--- config.mk ---
export PLATFORM = sky130hd
export DESIGN_NAME = swd_target
export DESIGN_NICKNAME = d
export VERILOG_FILES = /design/src/rtl/swd_tgt_pkg.sv /design/src/rtl/swd_parity.sv /design/src/rtl/swd_req_check.sv /design/src/rtl/swd_pad_drive.sv /design/src/rtl/swd_target.sv
export SDC_FILE = /design/constraint.sdc
export NUM_CORES = 1
export LEC_CHECK = 0
export ABC_AREA = 1
export BUFFER_PORTS_ARGS = -buffer_cell sky130_fd_sc_hd__buf_4
export CORE_MARGIN = 1.5
export CORE_UTILIZATION = 40
export DETAILED_ROUTE_END_ITERATION = 8
export RECOVER_POWER = 50
export SLEW_MARGIN = 10
export SYNTH_ARGS = -nofsm -noshare
export SYNTH_HDL_FRONTEND = slang
export SYNTH_SLANG_ARGS = --single-unit
export TNS_END_PERCENT = 30
--- constraint.sdc ---
create_clock -name swclk -period 2.35 [get_ports swclk]
set_input_delay 0.1175 -clock swclk [delete_from_list [all_inputs] [get_ports swclk]]
set_output_delay 0.1175 -clock swclk [all_outputs]
set_load 0.05 [all_outputs]
--- src/rtl/swd_tgt_pkg.sv ---
`timescale 1ns/1ps
package swd_tgt_pkg;
    localparam int unsigned REQ_BITS = 8;
    localparam int unsigned ACK_BITS = 3;

    // request field positions (wire order, LSB first)
    localparam int unsigned RQ_START = 0;
    localparam int unsigned RQ_BANK  = 1;
    localparam int unsigned RQ_DIR   = 2;
    localparam int unsigned RQ_ADDR  = 3;
    localparam int unsigned RQ_PAR   = 5;
    localparam int unsigned RQ_STOP  = 6;
    localparam int unsigned RQ_PARK  = 7;

    localparam logic [ACK_BITS-1:0] ACK_OK    = 3'b001;
    localparam logic [ACK_BITS-1:0] ACK_WAIT  = 3'b010;
    localparam logic [ACK_BITS-1:0] ACK_FAULT = 3'b100;

    typedef enum logic [2:0] {
        ST_IDLE    = 3'd0,
        ST_REQ     = 3'd1,
        ST_TRN_REQ = 3'd2,
        ST_ACK     = 3'd3,
        ST_TRN_WR  = 3'd4,
        ST_WDATA   = 3'd5,
        ST_RDATA   = 3'd6,
        ST_TRN_END = 3'd7
    } swd_st_e;
endpackage

--- src/rtl/swd_parity.sv ---
`timescale 1ns/1ps
module swd_parity #(
    parameter int unsigned W = 4
) (
    input  logic [W-1:0] bits_i,
    output logic         par_o
);
    // even parity: the bit that makes the total count of ones even
    assign par_o = ^bits_i;
endmodule

--- src/rtl/swd_req_check.sv ---
`timescale 1ns/1ps
module swd_req_check
    import swd_tgt_pkg::*;
(
    input  logic [REQ_BITS-1:0] pkt_i,
    output logic                ok_o,
    output logic                bank_o,
    output logic                dir_o,
    output logic [1:0]          addr_o
);
    localparam int unsigned HDR_W = RQ_PAR - RQ_BANK;

    logic par_calc;

    swd_parity #(.W(HDR_W)) hdr_par_i (
        .bits_i (pkt_i[RQ_PAR-1:RQ_BANK]),
        .par_o  (par_calc)
    );

    assign bank_o = pkt_i[RQ_BANK];
    assign dir_o  = pkt_i[RQ_DIR];
    assign addr_o = pkt_i[RQ_ADDR +: 2];
    assign ok_o   = pkt_i[RQ_START] & ~pkt_i[RQ_STOP] & pkt_i[RQ_PARK]
                  & (par_calc == pkt_i[RQ_PAR]);
endmodule

--- src/rtl/swd_pad_drive.sv ---
`timescale 1ns/1ps
module swd_pad_drive (
    input  logic clk,
    input  logic rst_n,
    input  logic oe_d,
    input  logic dat_d,
    output logic oe_q,
    output logic dat_q
);
    // falling-edge stage: values launched half a period before the host samples
    always_ff @(negedge clk or negedge rst_n) begin
        if (!rst_n) begin
            oe_q  <= 1'b0;
            dat_q <= 1'b0;
        end else begin
            oe_q  <= oe_d;
            dat_q <= dat_d;
        end
    end
endmodule

--- src/rtl/swd_target.sv ---
`timescale 1ns/1ps
module swd_target
    import swd_tgt_pkg::*;
#(
    parameter int unsigned DATA_W  = 32,
    parameter int unsigned TRN_LEN = 1
) (
    input  logic              swclk,
    input  logic              rst_n,
    input  logic              swdio_in,
    output logic              swdio_out,
    output logic              swdio_oe,
    output logic              req_valid,
    output logic              req_ap,
    output logic              req_rnw,
    output logic [1:0]        req_addr,
    input  logic [2:0]        rsp_ack,
    input  logic [DATA_W-1:0] rsp_rdata,
    output logic              wr_valid,
    output logic [DATA_W-1:0] wr_data
);
    localparam int unsigned CNT_MAX  = (DATA_W > TRN_LEN) ? DATA_W : TRN_LEN;
    localparam int unsigned CNT_W    = $clog2(CNT_MAX + 1);
    localparam logic [CNT_W-1:0] TRN_LAST = CNT_W'(TRN_LEN - 1);
    localparam logic [CNT_W-1:0] REQ_LAST = CNT_W'(REQ_BITS - 1);
    localparam logic [CNT_W-1:0] ACK_LAST = CNT_W'(ACK_BITS - 1);
    localparam logic [CNT_W-1:0] PAR_POS  = CNT_W'(DATA_W);
    localparam logic [CNT_W-1:0] ONE      = CNT_W'(1);

    typedef struct packed {
        swd_st_e             st;
        logic [CNT_W-1:0]    cnt;
        logic [REQ_BITS-2:0] rsh;
        logic [DATA_W-1:0]   dsh;
        logic                rpar;
        logic [2:0]          ack;
        logic                ack_ok;
        logic                bank;
        logic                dir;
        logic [1:0]          addr;
        logic                wr_vld;
    } state_t;

    state_t q, d;
    swd_st_e st_cur;

    logic [REQ_BITS-1:0] pkt;
    logic                pkt_ok, pkt_bank, pkt_dir;
    logic [1:0]          pkt_addr;
    logic                rd_par, wd_par;
    logic                oe_d, dat_d;

    assign pkt = {swdio_in, q.rsh};

    swd_req_check req_chk_i (
        .pkt_i  (pkt),
        .ok_o   (pkt_ok),
        .bank_o (pkt_bank),
        .dir_o  (pkt_dir),
        .addr_o (pkt_addr)
    );

    swd_parity #(.W(DATA_W)) rd_par_i (
        .bits_i (rsp_rdata),
        .par_o  (rd_par)
    );

    swd_parity #(.W(DATA_W)) wd_par_i (
        .bits_i (q.dsh),
        .par_o  (wd_par)
    );

    always_comb begin
        d        = q;
        d.wr_vld = 1'b0;
        oe_d     = 1'b0;
        dat_d    = 1'b0;
        case (q.st)
            ST_IDLE: begin
                if (swdio_in) begin
                    d.st  = ST_REQ;
                    d.cnt = ONE;
                    d.rsh = {1'b1, {(REQ_BITS-2){1'b0}}};
                end
            end
            ST_REQ: begin
                d.rsh = pkt[REQ_BITS-1:1];
                if (q.cnt == REQ_LAST) begin
                    d.cnt = '0;
                    if (pkt_ok) begin
                        d.st   = ST_TRN_REQ;
                        d.bank = pkt_bank;
                        d.dir  = pkt_dir;
                        d.addr = pkt_addr;
                    end else begin
                        d.st = ST_IDLE;
                    end
                end else begin
                    d.cnt = q.cnt + ONE;
                end
            end
            ST_TRN_REQ: begin
                if (q.cnt == '0) begin
                    d.ack    = rsp_ack;
                    d.ack_ok = (rsp_ack == ACK_OK);
                    d.dsh    = rsp_rdata;
                    d.rpar   = rd_par;
                end
                if (q.cnt == TRN_LAST) begin
                    d.st  = ST_ACK;
                    d.cnt = '0;
                end else begin
                    d.cnt = q.cnt + ONE;
                end
            end
            ST_ACK: begin
                oe_d  = 1'b1;
                dat_d = q.ack[0];
                d.ack = q.ack >> 1;
                if (q.cnt == ACK_LAST) begin
                    d.cnt = '0;
                    if (!q.ack_ok)  d.st = ST_TRN_END;
                    else if (q.dir) d.st = ST_RDATA;
                    else            d.st = ST_TRN_WR;
                end else begin
                    d.cnt = q.cnt + ONE;
                end
            end
            ST_TRN_WR: begin
                if (q.cnt == TRN_LAST) begin
                    d.st  = ST_WDATA;
                    d.cnt = '0;
                end else begin
                    d.cnt = q.cnt + ONE;
                end
            end
            ST_WDATA: begin
                if (q.cnt == PAR_POS) begin
                    d.wr_vld = (swdio_in == wd_par);
                    d.st     = ST_IDLE;
                    d.cnt    = '0;
                end else begin
                    d.dsh = {swdio_in, q.dsh[DATA_W-1:1]};
                    d.cnt = q.cnt + ONE;
                end
            end
            ST_RDATA: begin
                oe_d  = 1'b1;
                dat_d = (q.cnt == PAR_POS) ? q.rpar : q.dsh[0];
                if (q.cnt == PAR_POS) begin
                    d.st  = ST_TRN_END;
                    d.cnt = '0;
                end else begin
                    d.dsh = q.dsh >> 1;
                    d.cnt = q.cnt + ONE;
                end
            end
            ST_TRN_END: begin
                if (q.cnt == TRN_LAST) begin
                    d.st  = ST_IDLE;
                    d.cnt = '0;
                end else begin
                    d.cnt = q.cnt + ONE;
                end
            end
            default: d.st = ST_IDLE;
        endcase
    end

    always_ff @(posedge swclk or negedge rst_n) begin
        if (!rst_n) q <= '0;
        else        q <= d;
    end

    swd_pad_drive pad_i (
        .clk   (swclk),
        .rst_n (rst_n),
        .oe_d  (oe_d),
        .dat_d (dat_d),
        .oe_q  (swdio_oe),
        .dat_q (swdio_out)
    );

    assign st_cur    = q.st;
    assign req_valid = (q.st == ST_TRN_REQ) && (q.cnt == '0);
    assign req_ap    = q.bank;
    assign req_rnw   = q.dir;
    assign req_addr  = q.addr;
    assign wr_valid  = q.wr_vld;
    assign wr_data   = q.dsh;
endmodule

# Yosys cells after proc, flatten, opt, wreduce, memory -nomap -nowiden
# Cells that the tools add are included.
dict set report totals {
  regBits 60
  in_bits 38
  out_inout_bits 40
}
dict set report classes {
  muxes 27
  add_sub_neg 1
  n_reduce_logical 16
  n_eq_ne 23
  n_bitwise 4
}
# cell n
set ops {}
lappend ops {{32-bit one-hot mux with 3 select lines} 1}
lappend ops {{9-bit one-hot mux with 8 select lines} 1}
lappend ops {{32-bit two-way mux} 2}
lappend ops {{32-bit parity} 2}
lappend ops {{37-bit two-way mux} 1}
lappend ops {{6-bit two-way mux} 4}
lappend ops {{3-bit two-way mux} 7}
lappend ops {{2-bit inequality test, second input constant} 10}
lappend ops {{16-bit two-way mux} 1}
lappend ops {{7-bit one-hot mux with 2 select lines} 1}
lappend ops {{3-bit equality test, second input constant} 4}
lappend ops {{8-bit AND reduction} 1}
lappend ops {{6-bit by 1-bit adder with 6-bit output, second input constant} 1}
lappend ops {{3-bit by 1-bit equality test with 1-bit output, second input constant} 2}
lappend ops {{3-bit by 2-bit equality test with 1-bit output, second input constant} 2}
lappend ops {{6-bit by 2-bit equality test with 1-bit output, second input constant} 1}
lappend ops {{6-bit by 3-bit equality test with 1-bit output, second input constant} 1}
lappend ops {{6-bit equality test, second input constant} 1}
lappend ops {{6-bit zero test} 1}
lappend ops {{2-bit two-way mux} 3}
lappend ops {{3-bit one-hot mux with 2 select lines} 1}
lappend ops {{2-bit AND reduction} 3}
lappend ops {{1-bit two-way mux} 4}
lappend ops {{4-bit AND reduction} 1}
lappend ops {{other kinds (11)} 15}

# Depth between registers and ports, before layout
# Gate-level depths: netlist of run 1.
dict set report depth {
  word_depth 7
  ltp_mapped 14
  ltp_nobuf 14
}

# Hierarchy
# Synthesis of run 1 repeated with hierarchy kept, for this count alone.
dict set report hier_totals {
  hier_cells 862
  hier_area_um2 5162.5
}
# mod instances seq_area_each_um2 cells_per_inst area_per_inst_um2
set by_module_without_submodules {}
lappend by_module_without_submodules {swd_target 1 1451.4 399 3323.2}
lappend by_module_without_submodules {{swd_parity (rd_par_i ...)} 2 0.0 215 825.8}
lappend by_module_without_submodules {{swd_parity (req_chk_i.hdr_par_i)} 1 0.0 19 73.8}
lappend by_module_without_submodules {swd_req_check 1 0.0 12 63.8}
lappend by_module_without_submodules {swd_pad_drive 1 50.0 2 50.0}

==> impl_metrics.yaml, run 1 <==
clock_tree:
  clkSlewWorstSetupHoldPaths_ns: 0.06
  clockRootBuffer: "clkbuf_8"
  cts.sinks: 60
  cts_htree_levels: 3
  cts_buffers: 9
  clock_latency_ns: 0.35
  cts_tree: "done"
  ctsLongestPathBuffers: 2
floorplan:
  core_area_sq_mm: 0.0109
  rows: 38
  start_util: 0.413
  die_w_um: 109
  dieArea_sq_mm: 0.0119
  ios: 78
  chipHeight_um: 109
route:
  ant_nets: 0
  drt-initial-drc-count: 218
  routed_via_density: 4.72
  vias: 4036
  drt-pass1-iter-count: 4
  wl_per_cell_um: 12.2
  wl_mm: 10.4
  drcViolationCount: 0
finish:
  utilization: 0.477
  drive_gt1_frac: 0.173
  fin_nets: 751
  nFillCells: 1113
  final_area_sq_mm: 0.00519
  diodes: 0
  area_delta_synth_final_pct: 15.3
synth:
  synth_fa_ha_area_frac: 0.00834
  synth_area_per_cell_sq_um: 6.94
  netlist-cell-type-count: 36
  synth_cells: 649
  synth_mux_area_frac: 0
  syn_area_sq_mm: 0.00450
  synth_top_family_by_area: "simple AND/OR/NAND/NOR gates"
  synth_nets: 690
  synth_compound_area_frac: 0.141
  yosys.area_share.simple: 0.286
  ys_warn_count: 0
  synth-seq-cells: 60
  synth_xor_area_frac: 0.0817
  synth.yosys.seq_area_share: 0.334
setup_path:
  r2r-end: "pad_i.dat_q"
  critPathMaxFanout: 4
  critPathMostFrequentCell: "nand2_1"
  start_kind: "flip-flop"
  end_kind: "flip-flop"
  slowest_delay_ns: 0.40
  rrSetupSlack_ns: -0.009
  r2r_start: "st_cur[0]"
  cp.arrival_ns: 1.53
  cp_slowest_cell: "dfrtp_1"
  rr_worst_depth: 7
  crit_start: "st_cur[0]"
  critical_path_class: "reg -> reg"
  worstSetupEndpoint: "pad_i.dat_q"
  required_ns: 1.52
  path_cells: "inv_2 -> nand2_1 -> nor2_1 -> inv_1 -> nor2_2 -> nand2_1 -> o211ai_1"
sta:
  finClkSkew_ns: 0.0147
  hold_violations: 0
  slew_violations: 0
  final-setup-viol-count: 1
  max_slew_margin: 0.277
  setup_tns_ns: -0.00858
  rsz0062_at_grt: "yes"
  worst_slew_pin_slew_ns: 1.08
  setup_ws_ns: -0.00858
grt:
  grtUsageMet1: 0.229
  grt_use_total: 0.184
  busiest_layer: "met2"
  grtUsageMet3: 0.0347
  grt_pass1_vias: 3745
  antenna_found_initial: 0
  met2_usage: 0.316
  grt_pass1_wl_mm: 17.1
  grt_max_degree: 65
  grt.overflow.total: 0
power:
  powerDensity_mw_per_mm2: 1400
  p_leak_nw: 2.61
  ir_drop_mv: 0.604
placed_design:
  gp_congestion: 0.786
  io_buffers: 77
  placedInstanceArea_sq_mm: 0.00505
  place_ws_ns: -0.0393
  dp_hpwl_mm: 7.91
run_status:
  outcome: "complete, but fails checks"
  violations: "setup timing"
min_path:
  hold_class: "in -> reg"
job:
  cap_violations: 0
## what timing repair did
| item | 4_1_cts | 5_1_grt |
|---|---|---|
| hold buffers | 3 | 0 |
| resized for setup | 3 | 5 |
| pin swaps | 5 | 4 |
| buffers inserted | 4 | 1 |
| setup endpoints to repair | 1 | 4 |
| gates cloned | 0 | 0 |
| hold endpoints to repair | 19 | 0 |
## critical path, delay by kind of cell (launching register included)
kind | cells | cell delay [ns]
buffers and inverters | 2 | 0.20
AOI/OAI and AO/OA | 1 | 0.08
and+or+nand+nor | 4 | 0.50
DFF | 1 | 0.40
## Yosys cell counts
cell type  instances  area [sq um]
inv_1             79           297
clkbuf_1           6          22.5
buf_2              1          5.00
or2_4              1          8.76
dfrtn_1            2          50.1
o32ai_1            1          8.76
xor2_1            17           149
a221oi_4           1          26.3
clkinv_1           1          3.75
a21oi_1            1          5.00
buf_1              2          7.51
nor2_4             1          11.3
nor4_2             1          12.5
o21ai_1            5          25.0
xnor2_1           25           219
inv_2              4          15.0
buf_6              6          67.6
nand3_1           44           220
o21ai_2           28           245
nor2_1            22          82.6
o211ai_1           1          7.51
o22ai_1            8          50.1
o31ai_1            1          7.51
a22o_1             1          8.76
nand2_2            1          6.26
o21ai_0           47           235
nand3b_1           2          15.0
nor3_2             1          10.0
nor2_2             1          6.26
dfrtp_1           58          1450
buf_4             34           255
a22oi_1            1          7.51
ha_1               3          37.5
nand4_1            4          25.0
nand2_1          237           890
o21bai_1           1          7.51
## cell usage in the layout, fill, tap and decap left out, drive strengths merged
cell type	n
a21oi	1
a221oi	1
a22o	1
a22oi	1
buf	58
clkbuf	50
clkinv	4
clkinvlp	1
dfrtn	2
dfrtp	58
dlygate4sd3	3
ha	3
inv	83
nand2	238
nand3	44
nand3b	2
nand4	4
nor2	24
nor3	1
nor4	1
o211ai	1
o21ai	80
o21bai	1
o22ai	8
o31ai	1
o32ai	1
or2	1
xnor2	25
xor2	17
## registers in the layout, summed over array words and instances, names as in the netlist
register / count
req_ap: 1
q: 11
st_cur: 3
pad_i.dat_q: 1
req_addr: 2
req_rnw: 1
wr_data: 32
wr_valid: 1
pkt: 7
pad_i.oe_q: 1
## per-stage QoR
| step | hold slack (ns) | instances | power [mW] |
|---|---|---|---|
| 6_report | 0.0258 | 855 | 7.28 |
| 5_1_grt | 0.0204 | 855 | 7.97 |
| 4_1_cts | 0.0131 | 854 | 7.58 |
| 3_5_place_dp | 0.0275 | 831 | 6.59 |
| 3_3_place_gp | 0.0195 | 831 | 6.50 |
| 2_1_floorplan | -0.178 | 649 | 5.76 |
## power breakdown
part | switching, mW | internal (mW)
clock | 0.436 | 0.463
sequential | 0.361 | 1.44
combinational | 3.14 | 1.44
## layout make-up
| cell class | count | area [sq um] | share of cell area |
|---|---|---|---|
| Multi-Input combinational cell | 456 | 2370 | 0.457 |
| Sequential cell | 60 | 1500 | 0.289 |
| Timing Repair Buffer | 99 | 638 | 0.123 |
| Inverter | 84 | 315 | 0.0607 |
| Tap cell | 140 | 175 | 0.0337 |
| Clock buffer | 12 | 165 | 0.0318 |
| Clock inverter | 4 | 22.5 | 0.00434 |
## worst min-delay path by stage
stage / from / end / slack (ns) / depth (start not counted)
finish: rsp_ack[0] / q[6] / 0.03 / 3
global route: rsp_ack[0] / q[6] / 0.02 / 3
CTS: rsp_ack[0] / q[6] / 0.01 / 3
detailed placement: rst_n / wr_data[31] / 0.03 / 1
global placement: rst_n / q[9] / 0.02 / 1
floorplan: rst_n / pkt[0] / -0.18 / 0
## metal layers
metal / wire, um / up-vias
li1: - / 2126
met1: 4830 / 1838
met2: 5050 / 59
met3: 404 / 13
met4: 146 / 0
met5: 0 / -
## kinds of logic after synthesis
| kind of cell | count (synthesis) |
|---|---|
| DFF | 60 |
| adders and majority gates | 3 |
| AOI/OAI and AO/OA | 96 |
| and+or+nand+nor | 315 |
| buffers and inverters | 133 |
| xor gates and xnor gates | 42 |
Note: power is estimated with default switching activity, not from simulation.
==> run 2, diff against run 1 <==
CORE_UTILIZATION = 55   (was 40)
PLACE_DENSITY = 0.79   (was not set)
==> impl_metrics.yaml, run 2 (synthesis results as in run 1) <==
clock_tree:
  cts_htree_levels: 3
  ctsLongestPathBuffers: 2
  cts_buffers: 9
  clkSlewWorstSetupHoldPaths_ns: 0.07
  cts.sinks: 60
  cts_tree: "done"
  clock_latency_ns: 0.34
  clockRootBuffer: "clkbuf_8"
sta:
  rsz0062_at_grt: "yes"
  max_slew_margin: 0.0388
  finClkSkew_ns: 0.0129
  hold_violations: 0
  setup_tns_ns: -0.0237
  slew_violations: 0
  worst_slew_pin_slew_ns: 1.44
  final-setup-viol-count: 1
  setup_ws_ns: -0.0237
  hold_ws_ns: 0.0436
placed_design:
  placedInstanceArea_sq_mm: 0.00500
  dp_hpwl_mm: 7.75
  gp_congestion: 0.963
  io_buffers: 77
  place_ws_ns: -0.0207
  post-place-cells: 795
route:
  wl_per_cell_um: 12.9
  drt-initial-drc-count: 210
  vias: 4221
  routed_via_density: 5.16
  wl_mm: 10.5
  ant_nets: 0
  drt-pass1-iter-count: 5
  drcViolationCount: 0
grt:
  grt_pass1_wl_mm: 17.6
  grt_use_total: 0.251
  grt.overflow.total: 0
  grt_pass1_vias: 3990
  antenna_found_initial: 0
  grt_max_degree: 58
power:
  power_mw: 7.41
  ir_drop_mv: 0.740
  powerDensity_mw_per_mm2: 1440
  p_leak_nw: 2.60
setup_path:
  crit_buf_inv: 2
  end_kind: "flip-flop"
  critPathMostFrequentCell: "inv_2"
  start_kind: "flip-flop"
  slowest_delay_ns: 0.38
  rr_worst_depth: 7
  cp_top_family: "flip-flops"
  required_ns: 1.34
  cp.arrival_ns: 1.36
  critical_path_class: "reg -> reg"
  path_cells: "inv_2 -> ha_4 -> inv_2 -> nor2_4 -> nand3_2 -> nand2_1 -> o211ai_1"
  critPathMaxFanout: 3
  r2r-end: "pad_i.dat_q"
  rrSetupSlack_ns: -0.02
  r2r_start: "q[49]"
  cp_slowest_cell: "dfrtp_1"
  crit_start: "q[49]"
finish:
  area_delta_synth_final_pct: 14.0
  largest_reg_flops: 32
  mostFrequentLayoutCell: "nand2_1"
  final_cells: 818
  layout_common_cells: "nand2_1 (237), inv_1 (75), dfrtp_1 (58)"
  utilization: 0.657
  diodes: 0
  final_area_sq_mm: 0.00513
  fin_nets: 752
  drive_gt1_frac: 0.168
floorplan:
  dieArea_sq_mm: 0.00874
  chipHeight_um: 93.5
  die_w_um: 93.5
  rows: 32
  ios: 78
  start_util: 0.577
  core_area_sq_mm: 0.00781
min_path:
  hold-path-endpoint: "q[6]"
  hold_class: "in -> reg"
  hp-start: "rsp_ack[0]"
  whs_path_depth: 3
run_status:
  outcome: "complete, but fails checks"
  violations: "setup timing"
job:
  cap_violations: 0
==> run 2: changes by cell type in the layout (fill, tap and decap cells not counted), sizes merged <==
| cell | delta |
|---|---|
| bufinv | +1 |
| clkinv | -2 |
| clkbuf | +3 |
| clkinvlp | -1 |
==> run 2: repair_timing <==
item | in CTS | in global routing
gates resized for setup | 2 | 3
pin swaps | 5 | 0
hold endpoints to repair | 2 | 0
buffers inserted | 4 | 0
hold buffers | 3 | 0
setup endpoints to repair | 1 | 5
==> run 2: how the worst max path moves through the flow <==
stage                              to  slack, ns  cells after the start
final                     pad_i.dat_q      -0.02                      7
after global routing      pad_i.dat_q      -0.10                      7
after CTS                 pad_i.dat_q     -0.004                      7
after floorplan           pad_i.dat_q     -0.004                      7
after detailed placement  pad_i.dat_q      -0.02                      7
after global placement    pad_i.dat_q       0.02                      7
==> run 2: final cells by class <==
type	instances	area (sq um)
Tap cell	102	128
Multi-Input combinational cell	456	2360
Inverter	84	315
Clock inverter	2	35.0
Clock buffer	14	163
Sequential cell	60	1500
Timing Repair Buffer	100	626
Fill cell	689	2680
==> run 2: worst min-delay path, cell delays in order <==
cell and delay [ns]:
buf_4 0.08, nand2_1 0.07, nand3_1 0.09
==> run 2: power by group <==
part           internal [mW]  switching, mW  total, mW
sequential              1.44          0.380       1.82
combinational           1.43           3.20       4.64
clock                  0.548          0.410      0.958
total                   3.42           3.99       7.41
==> run 2: per-layer routing <==
| metal | part of all wire | vias to the layer above | track usage |
|---|---|---|---|
| li1 | - | 2125 | - |
| met1 | 0.44 | 1988 | 0.315 |
| met2 | 0.50 | 94 | 0.432 |
| met3 | 0.046 | 14 | 0.0488 |
| met4 | 0.013 | 0 | 0.0808 |
| met5 | 0 | - | 0 |
==> run 3, diff against run 2 <==
CORE_MARGIN = 2   (was 1.5)
CTS_BUF_LIST = sky130_fd_sc_hd__clkbuf_2 sky130_fd_sc_hd__clkbuf_4 sky130_fd_sc_hd__clkbuf_8   (was not set)
==> impl_metrics.yaml, run 3 (synthesis results as in run 1) <==
route:
  wl_mm: 10.8
  ant_nets: 0
  wl_per_cell_um: 13.0
  routed-wl-met3_um: 568
  drt-initial-drc-count: 263
  drcViolationCount: 0
  dr.max_layer_used: "met4"
  wl_met1_mm: 4.62
  wl_met2_mm: 5.37
  vias: 4235
  routed_via_density: 5.13
  drt-pass1-iter-count: 6
floorplan:
  core_area_sq_mm: 0.00785
  die_w_um: 94.5
  ios: 78
  start_util: 0.574
  rows: 32
  chipHeight_um: 94.5
  dieArea_sq_mm: 0.00892
sta:
  final-setup-viol-count: 1
  worst_slew_pin_slew_ns: 1.45
  setup_tns_ns: -0.0429
  hold_violations: 0
  setup_ws_ns: -0.0429
  rsz0062_at_grt: "yes"
  slew_violations: 0
  finClkSkew_ns: 0.00981
  max_slew_margin: 0.0328
setup_path:
  slowest_delay_ns: 0.40
  cp_slowest_cell: "dfrtp_1"
  critPathMostFrequentCell: "inv_2"
  cp.arrival_ns: 1.37
  critical_path_class: "reg -> reg"
  end_kind: "flip-flop"
  critPathMaxFanout: 3
  worst-path-stages: 7
  path_cells: "inv_2 -> ha_4 -> inv_2 -> nor2_4 -> nand3_4 -> nand2_2 -> o211ai_1"
  start_kind: "flip-flop"
  cp_top_family: "flip-flops"
  rr_worst_depth: 7
  crit_buf_inv: 2
  required_ns: 1.33
clock_tree:
  clock_latency_ns: 0.33
  cts.sinks: 60
  clkSlewWorstSetupHoldPaths_ns: 0.07
  clockRootBuffer: "clkbuf_8"
  cts_htree_levels: 3
  cts_tree: "done"
  ctsLongestPathBuffers: 2
  cts_buffers: 9
finish:
  mostFrequentLayoutCell: "nand2_1"
  final_area_sq_mm: 0.00524
  fin_nets: 760
  layout_common_cells: "nand2_1 (236), inv_1 (74), buf_4 (66)"
  area_delta_synth_final_pct: 16.4
  final_cells: 826
  largest_reg_flops: 32
  nFillCells: 724
  diodes: 0
  drive_gt1_frac: 0.189
power:
  switching_share: 0.531
  powerDensity_mw_per_mm2: 1430
  p_leak_nw: 2.66
  clkPwrFrac: 0.136
  p_switching_mw: 3.99
  seq_power_share: 0.242
  comb_power_share: 0.623
  power_mw: 7.51
  ir_drop_mv: 0.897
  intPower_mw: 3.52
job:
  cap_violations: 0
grt:
  grt_pass1_vias: 4143
  antenna_found_initial: 0
  grt_pass1_wl_mm: 18.0
  grt_use_total: 0.254
  grt.overflow.total: 0
  grt_max_degree: 58
min_path:
  hold_class: "in -> reg"
  whs_path_depth: 3
placed_design:
  post-place-cells: 796
  dp_hpwl_mm: 7.78
  placedInstanceArea_sq_mm: 0.00501
  io_buffers: 77
  gp_congestion: 0.978
run_status:
  outcome: "complete, but fails checks"
  violations: "setup timing"
## run 3: cell types whose count changed in the layout (fill, tap and decap cells not counted), moves of 2 or more
cell,previous run,this run
buf_4,57,66
o21ai_1,5,7
o21ai_0,47,44
clkbuf_1,41,37
clkbuf_4,0,3
nor2_1,19,17
## run 3: worst register-to-register path, stage by stage, from the launching register on
cell and delay, ns:
dfrtp_1 0.40, inv_2 0.08, ha_4 0.12, inv_2 0.03, nor2_4 0.10, nand3_4 0.10, nand2_2 0.10, o211ai_1 0.10
## run 3: routing by layer
layer,vias up,GRT usage
met4,0,0.106
met2,122,0.448
li1,2149,-
met5,-,0
met1,1946,0.311
met3,18,0.0367
## run 3: final timing paths
check                            start          end  slack (ns)
max                              q[50]  pad_i.dat_q       -0.04
max reg2reg                      q[50]  pad_i.dat_q       -0.04
min in group asynchronous        rst_n         q[9]        0.17
max in group asynchronous        rst_n  wr_data[22]        0.49
min                         rsp_ack[0]         q[6]        0.03
min reg2reg                req_addr[0]  req_addr[0]        0.50
## run 3: power by group through the flow
stage	clock (mW)	combinational (mW)	sequential (mW)
floorplan	0	4.01	1.75
global placement	0	4.65	1.81
detailed placement	0	4.78	1.83
CTS	1.03	4.86	1.81
global route	1.08	5.20	1.88
finish	1.02	4.67	1.81
## run 3: area by class of cell
| class | count | area (sq um) | area share |
|---|---|---|---|
| multi-input combinational | 456 | 2390 | 0.456 |
| sequential | 60 | 1500 | 0.287 |
| timing repair buffer | 108 | 689 | 0.132 |
| inverter | 84 | 315 | 0.0602 |
| clock buffer | 15 | 188 | 0.0358 |
| tap | 102 | 128 | 0.0244 |
| clock inverter | 1 | 30.0 | 0.00573 |
## run 3: stage by stage
stage | setup slack, ns | hold slack, ns | utilization
5_1_grt | -0.108 | 0.0422 | 0.668
6_report | -0.0429 | 0.0262 | 0.668
3_5_place_dp | -0.00831 | -0.0756 | 0.639
4_1_cts | -0.00848 | 0.0241 | 0.680
3_3_place_gp | 0.0167 | -0.0782 | 0.639
2_1_floorplan | -0.00403 | -0.178 | -
## run 3: what timing repair did
| item | 4_1_cts | 5_1_grt |
|---|---|---|
| setup buffers | 9 | 4 |
| hold endpoints to repair | 2 | 0 |
| pin swaps | 5 | 7 |
| hold buffers | 3 | 0 |
| setup endpoints to repair | 1 | 8 |
| gates resized for setup | 4 | 11 |
